==> config.mk <==
export PLATFORM = sky130hd
export DESIGN_NAME = burst_seq_gen
export DESIGN_NICKNAME = d
export VERILOG_FILES = /design/src/rtl/burst_seq_pkg.sv /design/src/rtl/burst_beat_ctr.sv /design/src/rtl/burst_order_map.sv /design/src/rtl/burst_upper_reg.sv /design/src/rtl/burst_seq_gen.sv
export SDC_FILE = /design/constraint.sdc
export NUM_CORES = 1
export LEC_CHECK = 0
export BUFFER_PORTS_ARGS = -buffer_cell sky130_fd_sc_hd__buf_4
export CAP_MARGIN = 20
export CORE_MARGIN = 2
export CORE_UTILIZATION = 44
export CTS_CLUSTER_DIAMETER = 80
export DETAILED_ROUTE_END_ITERATION = 12
export GPL_TIMING_DRIVEN = 0
export PLACE_DENSITY = 0.82
export SKIP_LAST_GASP = 1
export SYNTH_ARGS = -nofsm -noshare
export SYNTH_HDL_FRONTEND = slang
export SYNTH_SLANG_ARGS = --single-unit
==> constraint.sdc <==
create_clock -name clk -period 1.2 [get_ports clk]
set_input_delay 0.06 -clock clk [delete_from_list [all_inputs] [get_ports clk]]
set_output_delay 0.06 -clock clk [all_outputs]
set_load 0.02 [all_outputs]
==> src/rtl/burst_seq_pkg.sv <==
package burst_seq_pkg;
  typedef enum logic {
    ORD_INTERLEAVE = 1'b0,
    ORD_LINEAR     = 1'b1
  } burst_order_e;
endpackage

==> src/rtl/burst_beat_ctr.sv <==
module burst_beat_ctr #(
  parameter int BEAT_W = 2
) (
  input  logic              clk,
  input  logic              rst_n,
  input  logic              load,
  input  logic              adv,
  input  logic [BEAT_W-1:0] start_i,
  output logic [BEAT_W-1:0] start_q,
  output logic [BEAT_W-1:0] beat_q
);
  localparam logic [BEAT_W-1:0] BEAT_ONE = BEAT_W'(1);

  always_ff @(posedge clk or negedge rst_n) begin
    if (!rst_n) begin
      start_q <= '0;
      beat_q  <= '0;
    end else if (load) begin
      start_q <= start_i;
      beat_q  <= '0;
    end else if (adv) begin
      beat_q  <= beat_q + BEAT_ONE;
    end
  end
endmodule

==> src/rtl/burst_order_map.sv <==
module burst_order_map
  import burst_seq_pkg::*;
#(
  parameter int BEAT_W = 2
) (
  input  logic              order_sel,
  input  logic [BEAT_W-1:0] start,
  input  logic [BEAT_W-1:0] beat,
  output logic [BEAT_W-1:0] offset
);
  burst_order_e ord;

  always_comb begin
    ord = burst_order_e'(order_sel);
    unique case (ord)
      ORD_LINEAR:     offset = start + beat;
      ORD_INTERLEAVE: offset = start ^ beat;
      default:        offset = start ^ beat;
    endcase
  end
endmodule

==> src/rtl/burst_upper_reg.sv <==
module burst_upper_reg #(
  parameter int W = 16
) (
  input  logic         clk,
  input  logic         rst_n,
  input  logic         load,
  input  logic [W-1:0] d,
  output logic [W-1:0] q
);
  always_ff @(posedge clk or negedge rst_n) begin
    if (!rst_n)    q <= '0;
    else if (load) q <= d;
  end
endmodule

==> src/rtl/burst_seq_gen.sv <==
module burst_seq_gen #(
  parameter int ADDR_W = 18,
  parameter int BEAT_W = 2
) (
  input  logic              clk,
  input  logic              rst_n,
  input  logic [ADDR_W-1:0] addr_i,
  input  logic              lda_n,
  input  logic              ldb_n,
  input  logic              step_n,
  input  logic              order_linear,
  output logic [ADDR_W-1:0] addr_o,
  output logic              last_beat_o
);
  localparam int UPPER_W = ADDR_W - BEAT_W;

  logic              load;
  logic              adv;
  logic [BEAT_W-1:0] start_q;
  logic [BEAT_W-1:0] beat_q;
  logic [BEAT_W-1:0] offset;

  assign load = ~lda_n | ~ldb_n;
  assign adv  = ~step_n;

  burst_beat_ctr #(.BEAT_W(BEAT_W)) ctr_i (
    .clk     (clk),
    .rst_n   (rst_n),
    .load    (load),
    .adv     (adv),
    .start_i (addr_i[BEAT_W-1:0]),
    .start_q (start_q),
    .beat_q  (beat_q)
  );

  burst_order_map #(.BEAT_W(BEAT_W)) map_i (
    .order_sel (order_linear),
    .start     (start_q),
    .beat      (beat_q),
    .offset    (offset)
  );

  generate
    if (UPPER_W > 0) begin : g_upper
      logic [UPPER_W-1:0] upper_q;
      burst_upper_reg #(.W(UPPER_W)) up_i (
        .clk   (clk),
        .rst_n (rst_n),
        .load  (load),
        .d     (addr_i[ADDR_W-1:BEAT_W]),
        .q     (upper_q)
      );
      assign addr_o = {upper_q, offset};
    end else begin : g_no_upper
      assign addr_o = offset;
    end
  endgenerate

  assign last_beat_o = &beat_q;
endmodule

## Word level (Yosys, flattened, before mapping)

Cells that the tools add are included.

| word-level totals | value |
|---|---|
| register bits | 20 |
| input bits | 24 |
| output and inout bits | 19 |
| logic and storage cells | 15 |

| cells by class | value |
|---|---|
| add/sub/neg operators | 2 |
| equal/unequal tests | 1 |
| mux-type cells | 3 |
| bitwise operators | 5 |
| reductions and logical operators | 1 |

Operators by type and width:

| operator | number |
|---|---|
| $mux 2 | 2 |
| $pmux 2 s2 | 1 |
| $not 1->1 | 3 |
| $add 2x1->2 const B | 1 |
| $add 2x2->2 | 1 |
| $ne 2x1->1 const B | 1 |
| $reduce_and 2->1 | 1 |
| $xor 2x2->2 | 1 |
| $or 1x1->1 | 1 |

## Logic depth before layout (Yosys ltp)

Gate-level depths: netlist of run 1.

| depth | value |
|---|---|
| word-level depth | 3 |
| gate-level depth with buffers | 3 |
| mapped depth without buffers | 3 |

## Modules after synthesis

From an unflattened synthesis of run 1, not the netlist that was laid out.

| second synthesis, totals | value |
|---|---|
| cell total of the unflattened synthesis | 52 |
| area, all modules | 854.6 µm² |

Modules (own cells, without submodules):

| module | instances | cells an instance | area an instance (µm²) | seq. area each (µm²) |
|---|---|---|---|---|
| burst_upper_reg | 1 | 34 | 649.4 | 400.4 |
| burst_beat_ctr | 1 | 11 | 157.7 | 100.1 |
| burst_order_map | 1 | 4 | 33.8 | 0.0 |
| burst_seq_gen | 1 | 3 | 13.8 | 0.0 |

## Worst setup path after synthesis of run 1

Ideal clock, no wire load.

| timing | value |
|---|---|
| path type | reg2out |
| from | register ctr_i.beat_q[0] |
| to | output addr_o[1] |
| data arrival time | 0.937 ns |
| required time | 1.140 ns |
| path slack | 0.203 ns |
| cell stages (with the launch flop) | 4 |
| path buffers | 0 |
| cell sequence | dfrtp_1 -> ha_1 -> nand2_1 -> xnor2_1 |

| between the ends | value |
|---|---|
| longest elaborated chain between the ends | 2 |

RTL lines:

| element | line | source |
|---|---|---|
| start, declared | burst_beat_ctr.sv:10 | `output logic [BEAT_W-1:0] beat_q` |
| start signal, assigned | burst_beat_ctr.sv:22 | `beat_q <= beat_q + BEAT_ONE;` |
| $add 2x2->2 | burst_order_map.sv:16 | `ORD_LINEAR: offset = start + beat;` |
| $pmux 2 s2 | burst_order_map.sv:15 | `unique case (ord)` |
| end, declared | burst_seq_gen.sv:12 | `output logic [ADDR_W-1:0] addr_o,` |

Every way passes these cells.

## Worst setup path in the final report of run 1

Ends and elaborated chain as after synthesis.

==> flow_metrics.tcl, run 1 <==
set metrics [dict create \
    pin_count 43 \
    ys_ff_latch 20 \
    hp-class "in -> reg" \
    relSlewSlack_pct 83.7 \
    crit_slowest_cell "dfrtp_1" \
    p_sw_w 0.000400 \
    worstPathArrival_ns 1.23 \
    yosysMostFrequentCell "dfrtp_1" \
    timing.fmax_ghz 0.778 \
    synthDistinctLibCells 10 \
    detail_route.vias_per_cell 4.52 \
    finalHoldViolCount 0 \
    gp_congestion 0.631 \
    initial_utilization_pct 45.4 \
    synth_top_area_share_pct 57.4 \
    min_delay_worst_endpoint "ctr_i.beat_q[0]" \
    synth_area_um2 872 \
    grt_pass1_wl_um 3560 \
    synth_common_cells "20 x dfrtp_1, 18 x mux2_4" \
    syn_inst 50 \
    rsz0062_at_grt "yes" \
    synth_nets 76 \
    cts_sinks 20 \
    p_leak_nw 0.778 \
    crit_chain "ha_2, nand2_2, xnor2_2, buf_4" \
    status "finished with violations" \
    power_w 0.00151 \
    synth_edf_count 0 \
    p_sw_share_pct 26.5 \
    dr.pass1.iters 1 \
    antenna_found_initial 0 \
    ys_seq_area_share_pct 57.4 \
    min_path_cells 3 \
    met3_length_um 112 \
    io_buffers 42 \
    root_buffer "clkbuf_4" \
    nets 146 \
    pwr-share-seq_pct 50.5 \
    max-vdd-ir-drop_v 0.000625 \
    worst_slack_ns -0.0860 \
    finalCritPeriodShare_pct 107 \
    required_ns 1.14 \
    grt_max_degree 21 \
    final.setup.tns_ns -0.116 \
    pwr-share-comb_pct 29.2 \
    synth_largest_area_cell "dfrtp_1" \
    worstSetupPathType "reg -> out" \
    core_um2 1920 \
    cp-start-kind "register" \
    instances_no_fill 145 \
    final_cell_area_um2 1490 \
    rr_worst_depth 4 \
    dieArea_um2 2350 \
    synthArstFlopShare_pct 100 \
    ys_warn_count 0 \
    initialDrtViolationCount 0 \
    area_growth_pct 71.0 \
    p_clk_share_pct 20.3 \
    cts_buffers 3 \
    avgRoutedWirePerCell_um 14.3 \
    fp.dieH_um 48.5 \
    avgSynthCellArea_um2 17.4 \
    clockBufferDepth 2 \
    drc 0 \
    top_layer "met4" \
    powerDensity_nw_per_um2 1010 \
    drtAntennaViolNets 0 \
    wl_met1_um 749 \
    holdCritStartpoint "step_n" \
    diodes 0 \
    slowest_delay_ns 0.40 \
    endpoint_kind "primary output" \
    failed_checks "setup timing" \
    num_rows 16 \
    drv_cap 0 \
    finalCriticalPeriod_ns 1.29 \
    die_w_um 48.5 \
    htreeDepth 1 \
    synthTopCellsByArea "dfrtp_1 57%, mux2_4 31%, ha_1 2.9%, buf_6 2.6%, xor2_1 2.0%" \
    intPower_w 0.00111 \
    clk_pin_slew_worst_paths_ns 0.10 \
    slew_viol_final 0 \
    yosys_most_used_dff "dfrtp_1" \
    worstPathMaxFanout 2 \
    final_util_pct 77.6 \
    wl_met2_um 1180 \
    r2r-end "ctr_i.beat_q[1]" \
    reg2reg_from "ctr_i.beat_q[0]" \
    dp_cells 119 \
    grt_overflow 0 \
    placed_area_um2 1220 \
    grt_pass1_vias 771 \
    tightestPinTransition_ns 0.244 \
    cts_tree "built" \
    drive_above_1_share_pct 62.7 \
    clkLatencyLatePin_ns 0.29 \
    vias 655 \
    setup_viol 3 \
    skew_ns 0.000659 \
    grtUsageTotal_pct 20.5 \
    r2r_slack_ns 0.09 \
    routed_wl_um 2080 \
]
## metal layers
| metal | vias to the layer above | global-route usage, % |
|---|---|---|
| met5 | - | 0 |
| met2 | 27 | 40.0 |
| li1 | 305 | - |
| met1 | 319 | 20.0 |
| met3 | 4 | 4.63 |
| met4 | 0 | 10.0 |
## flip-flops by register name, summed over array words and instances (netlist names)
name,cells
ctr_i.start_q,2
g_upper.up_i.q,16
ctr_i.beat_q,2
## worst max-delay path by stage
stage                                 from               to  slack, ns  cells past startpoint
after detailed placement   ctr_i.beat_q[0]  ctr_i.beat_q[1]       0.20                      3
after global placement     ctr_i.beat_q[0]        addr_o[1]       0.22                      4
after floorplan            ctr_i.beat_q[0]        addr_o[1]       0.20                      3
after global routing      ctr_i.start_q[0]        addr_o[1]      -0.15                      4
final                      ctr_i.beat_q[0]        addr_o[1]      -0.09                      4
after CTS                  ctr_i.beat_q[0]        addr_o[1]      -0.08                      4
## placed cells by master, fill, tap and decap left out, drive strengths merged
cell type and n:
xor2 2, mux2 18, dlygate4sd3 19, buf 48
ha 2, dfrtp 20, xnor2 1, clkbuf 3
nand2 2, mux2i 1, nor2 2
## metrics by stage
stage          hold WS, ns  setup slack [ns]
2_1_floorplan       -0.236             0.203
3_3_place_gp       -0.0537             0.222
3_5_place_dp       -0.0486             0.196
4_1_cts             0.0179           -0.0828
5_1_grt             0.0219            -0.147
6_report            0.0287           -0.0860
## final cells by class
cell class / count / area [um2]
Multi-Input combinational cell: 28 / 369
Buffer: 2 / 22.5
Fill cell: 135 / 430
Clock buffer: 3 / 22.5
Timing Repair Buffer: 65 / 543
Tap cell: 27 / 33.8
Sequential cell: 20 / 500
## logic make-up after synthesis
group / count (synthesis) / synth area share, %
AND/OR/NAND/NOR: 4 / 2.01
XOR/XNOR: 3 / 3.01
buffers and inverters: 2 / 2.58
multiplexers: 19 / 32.1
flip-flops: 20 / 57.4
adder cells (fa/ha/maj): 2 / 2.87
## worst max-delay path: cells and delay by family, from the launching register on
family        cells  cell delay, ns
xor+xnor          1            0.11
fa+ha+maj         1            0.19
buf+inv           1            0.16
flops             1            0.40
simple gates      1            0.07
## power by group through the flow
stage	Combinational, W	Clock, W	Sequential [W]
floorplan	0.000136	0	0.000826
global placement	0.000357	0	0.000771
detailed placement	0.000368	0	0.000773
CTS	0.000430	0.000319	0.000761
global route	0.000469	0.000349	0.000770
finish	0.000442	0.000307	0.000763
## what timing repair did
action / CTS / global route
setup endpoints to repair: 2 / 3
hold buffers: 19 / 0
buffers inserted: 2 / 2
pin swaps: 2 / 1
hold endpoints to repair: 38 / 0
gates resized for setup: 3 / 3
(Power assumes the default switching activity.)
==> inputs of run 2 (changes only) <==
--- a/config.mk
+++ b/config.mk
@@ -13,6 +13,7 @@
 export DETAILED_ROUTE_END_ITERATION = 12
 export GPL_TIMING_DRIVEN = 0
 export PLACE_DENSITY = 0.82
+export SETUP_SLACK_MARGIN = 0.15
 export SKIP_LAST_GASP = 1
 export SYNTH_ARGS = -nofsm -noshare
 export SYNTH_HDL_FRONTEND = slang
==> flow_metrics.tcl, run 2 (synthesis results as in run 1) <==
set metrics [dict create \
    status "finished with violations" \
    failed_checks "setup timing" \
    drive_above_1_share_pct 63.9 \
    root_buffer "clkbuf_4" \
    crit_chain "ha_2, nand2_2, xnor2_2, buf_4" \
    worstPathArrival_ns 1.23 \
    drtAntennaViolNets 0 \
    fp.dieH_um 48.5 \
    wl_met1_um 754 \
    pre_cts_ws_ns 0.196 \
    worst_slack_ns -0.0882 \
    wl_met2_um 1190 \
    cts_tree "built" \
    required_ns 1.14 \
    finalHoldViolCount 0 \
    top_register "g_upper.up_i.q" \
    max-vdd-ir-drop_v 0.000628 \
    io_buffers 42 \
    initial_utilization_pct 45.4 \
    die_w_um 48.5 \
    grt_pass1_vias 766 \
    worstPathMaxFanout 2 \
    critPathTopFamily "flip-flops" \
    vias 657 \
    p_clk_share_pct 20.2 \
    finalCriticalPeriod_ns 1.29 \
    slew_viol_final 0 \
    dr.pass1.iters 1 \
    num_rows 16 \
    routed_wl_um 2100 \
    final_common_cell "buf_4" \
    p_leak_nw 0.782 \
    antenna_found_initial 0 \
    core_um2 1920 \
    setup_viol 2 \
    crit_slowest_cell "dfrtp_1" \
    p_sw_share_pct 26.5 \
    skew_ns 0.000528 \
    cp-start-kind "register" \
    grtUsageTotal_pct 20.4 \
    nets 147 \
    final_cell_mix "44 x buf_4, 20 x dfrtp_1, 19 x dlygate4sd3_1, 18 x mux2_4, 5 x buf_6" \
    final_util_pct 78.8 \
    power_w 0.00151 \
    grt_max_degree 21 \
    seq_area_um2 500 \
    dieArea_um2 2350 \
    worstSetupPathType "reg -> out" \
    slowest_delay_ns 0.40 \
    area_growth_pct 73.7 \
    relSlewSlack_pct 83.7 \
    powerDensity_nw_per_um2 999 \
    hp-class "in -> reg" \
    top_layer "met4" \
    n_fill_cell 131 \
    grt_pass1_wl_um 3550 \
    cts_sinks 20 \
    drv_cap 0 \
    pwr-share-seq_pct 50.4 \
    pwr-share-comb_pct 29.4 \
    p_sw_w 0.000401 \
    cts_buffers 3 \
    dp_cells 119 \
    clk_pin_slew_worst_paths_ns 0.10 \
    detail_route.vias_per_cell 4.50 \
    largestRegisters "g_upper.up_i.q: 16 flops, ctr_i.beat_q: 2 flops, ctr_i.start_q: 2 flops" \
    drc 0 \
    avgRoutedWirePerCell_um 14.4 \
    endpoint_kind "primary output" \
    clockBufferDepth 2 \
    largest_reg_flops 16 \
    diodes 0 \
    clkLatencyLatePin_ns 0.29 \
    grt_overflow 0 \
    rsz0062_at_grt "yes" \
    timing.fmax_ghz 0.776 \
    gp_congestion 0.631 \
    multi_input_comb_area_um2 382 \
    initialDrtViolationCount 0 \
    pin_count 43 \
    instances_no_fill 146 \
    tightestPinTransition_ns 0.245 \
    htreeDepth 1 \
    intPower_w 0.00111 \
    crit_buf_inv 1 \
    met3_length_um 112 \
    finalCritPeriodShare_pct 107 \
]
==> run 2: power groups by stage <==
stage	clock (W)	sequential (W)	combinational [W]
after global routing	0.000349	0.000770	0.000472
after detailed placement	0	0.000773	0.000368
final	0.000307	0.000763	0.000445
after global placement	0	0.000771	0.000357
after CTS	0.000319	0.000761	0.000431
after floorplan	0	0.000826	0.000136
==> run 2: area by class of cell <==
class	instances	area share [%]
multi-input cells	28	25.2
clock buffers	3	1.49
flip-flops and latches	20	33.0
repair buffers	66	36.6
plain buffers	2	1.49
well taps	27	2.23
==> run 2: repair_timing <==
item | CTS | global route
gates resized for setup | 5 | 4
endpoints found under the hold margin | 38 | 0
hold buffers | 19 | 0
pin swaps | 2 | 1
endpoints found under the setup margin | 3 | 4
cloned | 0 | 0
setup buffers | 2 | 3
==> run 2: metal layers <==
layer / global-route usage (%) / up-vias
met4: 10.0 / 0
li1: - / 307
met1: 20.0 / 319
met5: 0 / -
met3: 4.32 / 4
met2: 40.0 / 27
==> run 2: metrics by stage <==
stage          hold slack, ns  TNS [ns]  instance area (um2)
2_1_floorplan          -0.236         0                  872
3_3_place_gp          -0.0537         0                 1220
3_5_place_dp          -0.0486         0                 1220
4_1_cts                0.0179   -0.0872                 1460
5_1_grt                0.0203    -0.226                 1520
6_report               0.0314   -0.0889                 1520
==> run 2: tightest hold or removal path, delay by kind of cell <==
family / cells / cell delay [ns]
buf+inv: 1 / 0.09
simple gates: 1 / 0.08
xor+xnor: 1 / 0.05
==> run 2: final timing paths <==
check / start / endpoint / slack (ns) / cells past startpoint
worst max-delay path: ctr_i.beat_q[0] / addr_o[1] / -0.09 / 4
worst min-delay path: step_n / ctr_i.beat_q[0] / 0.03 / 3
worst max register to register: ctr_i.beat_q[0] / ctr_i.beat_q[1] / 0.13 / 4
worst min register to register: g_upper.up_i.q[15] / g_upper.up_i.q[15] / 0.53 / 1
max in group asynchronous: rst_n / ctr_i.beat_q[1] / 0.83 / 2
min in group asynchronous: rst_n / g_upper.up_i.q[2] / 0.17 / 2
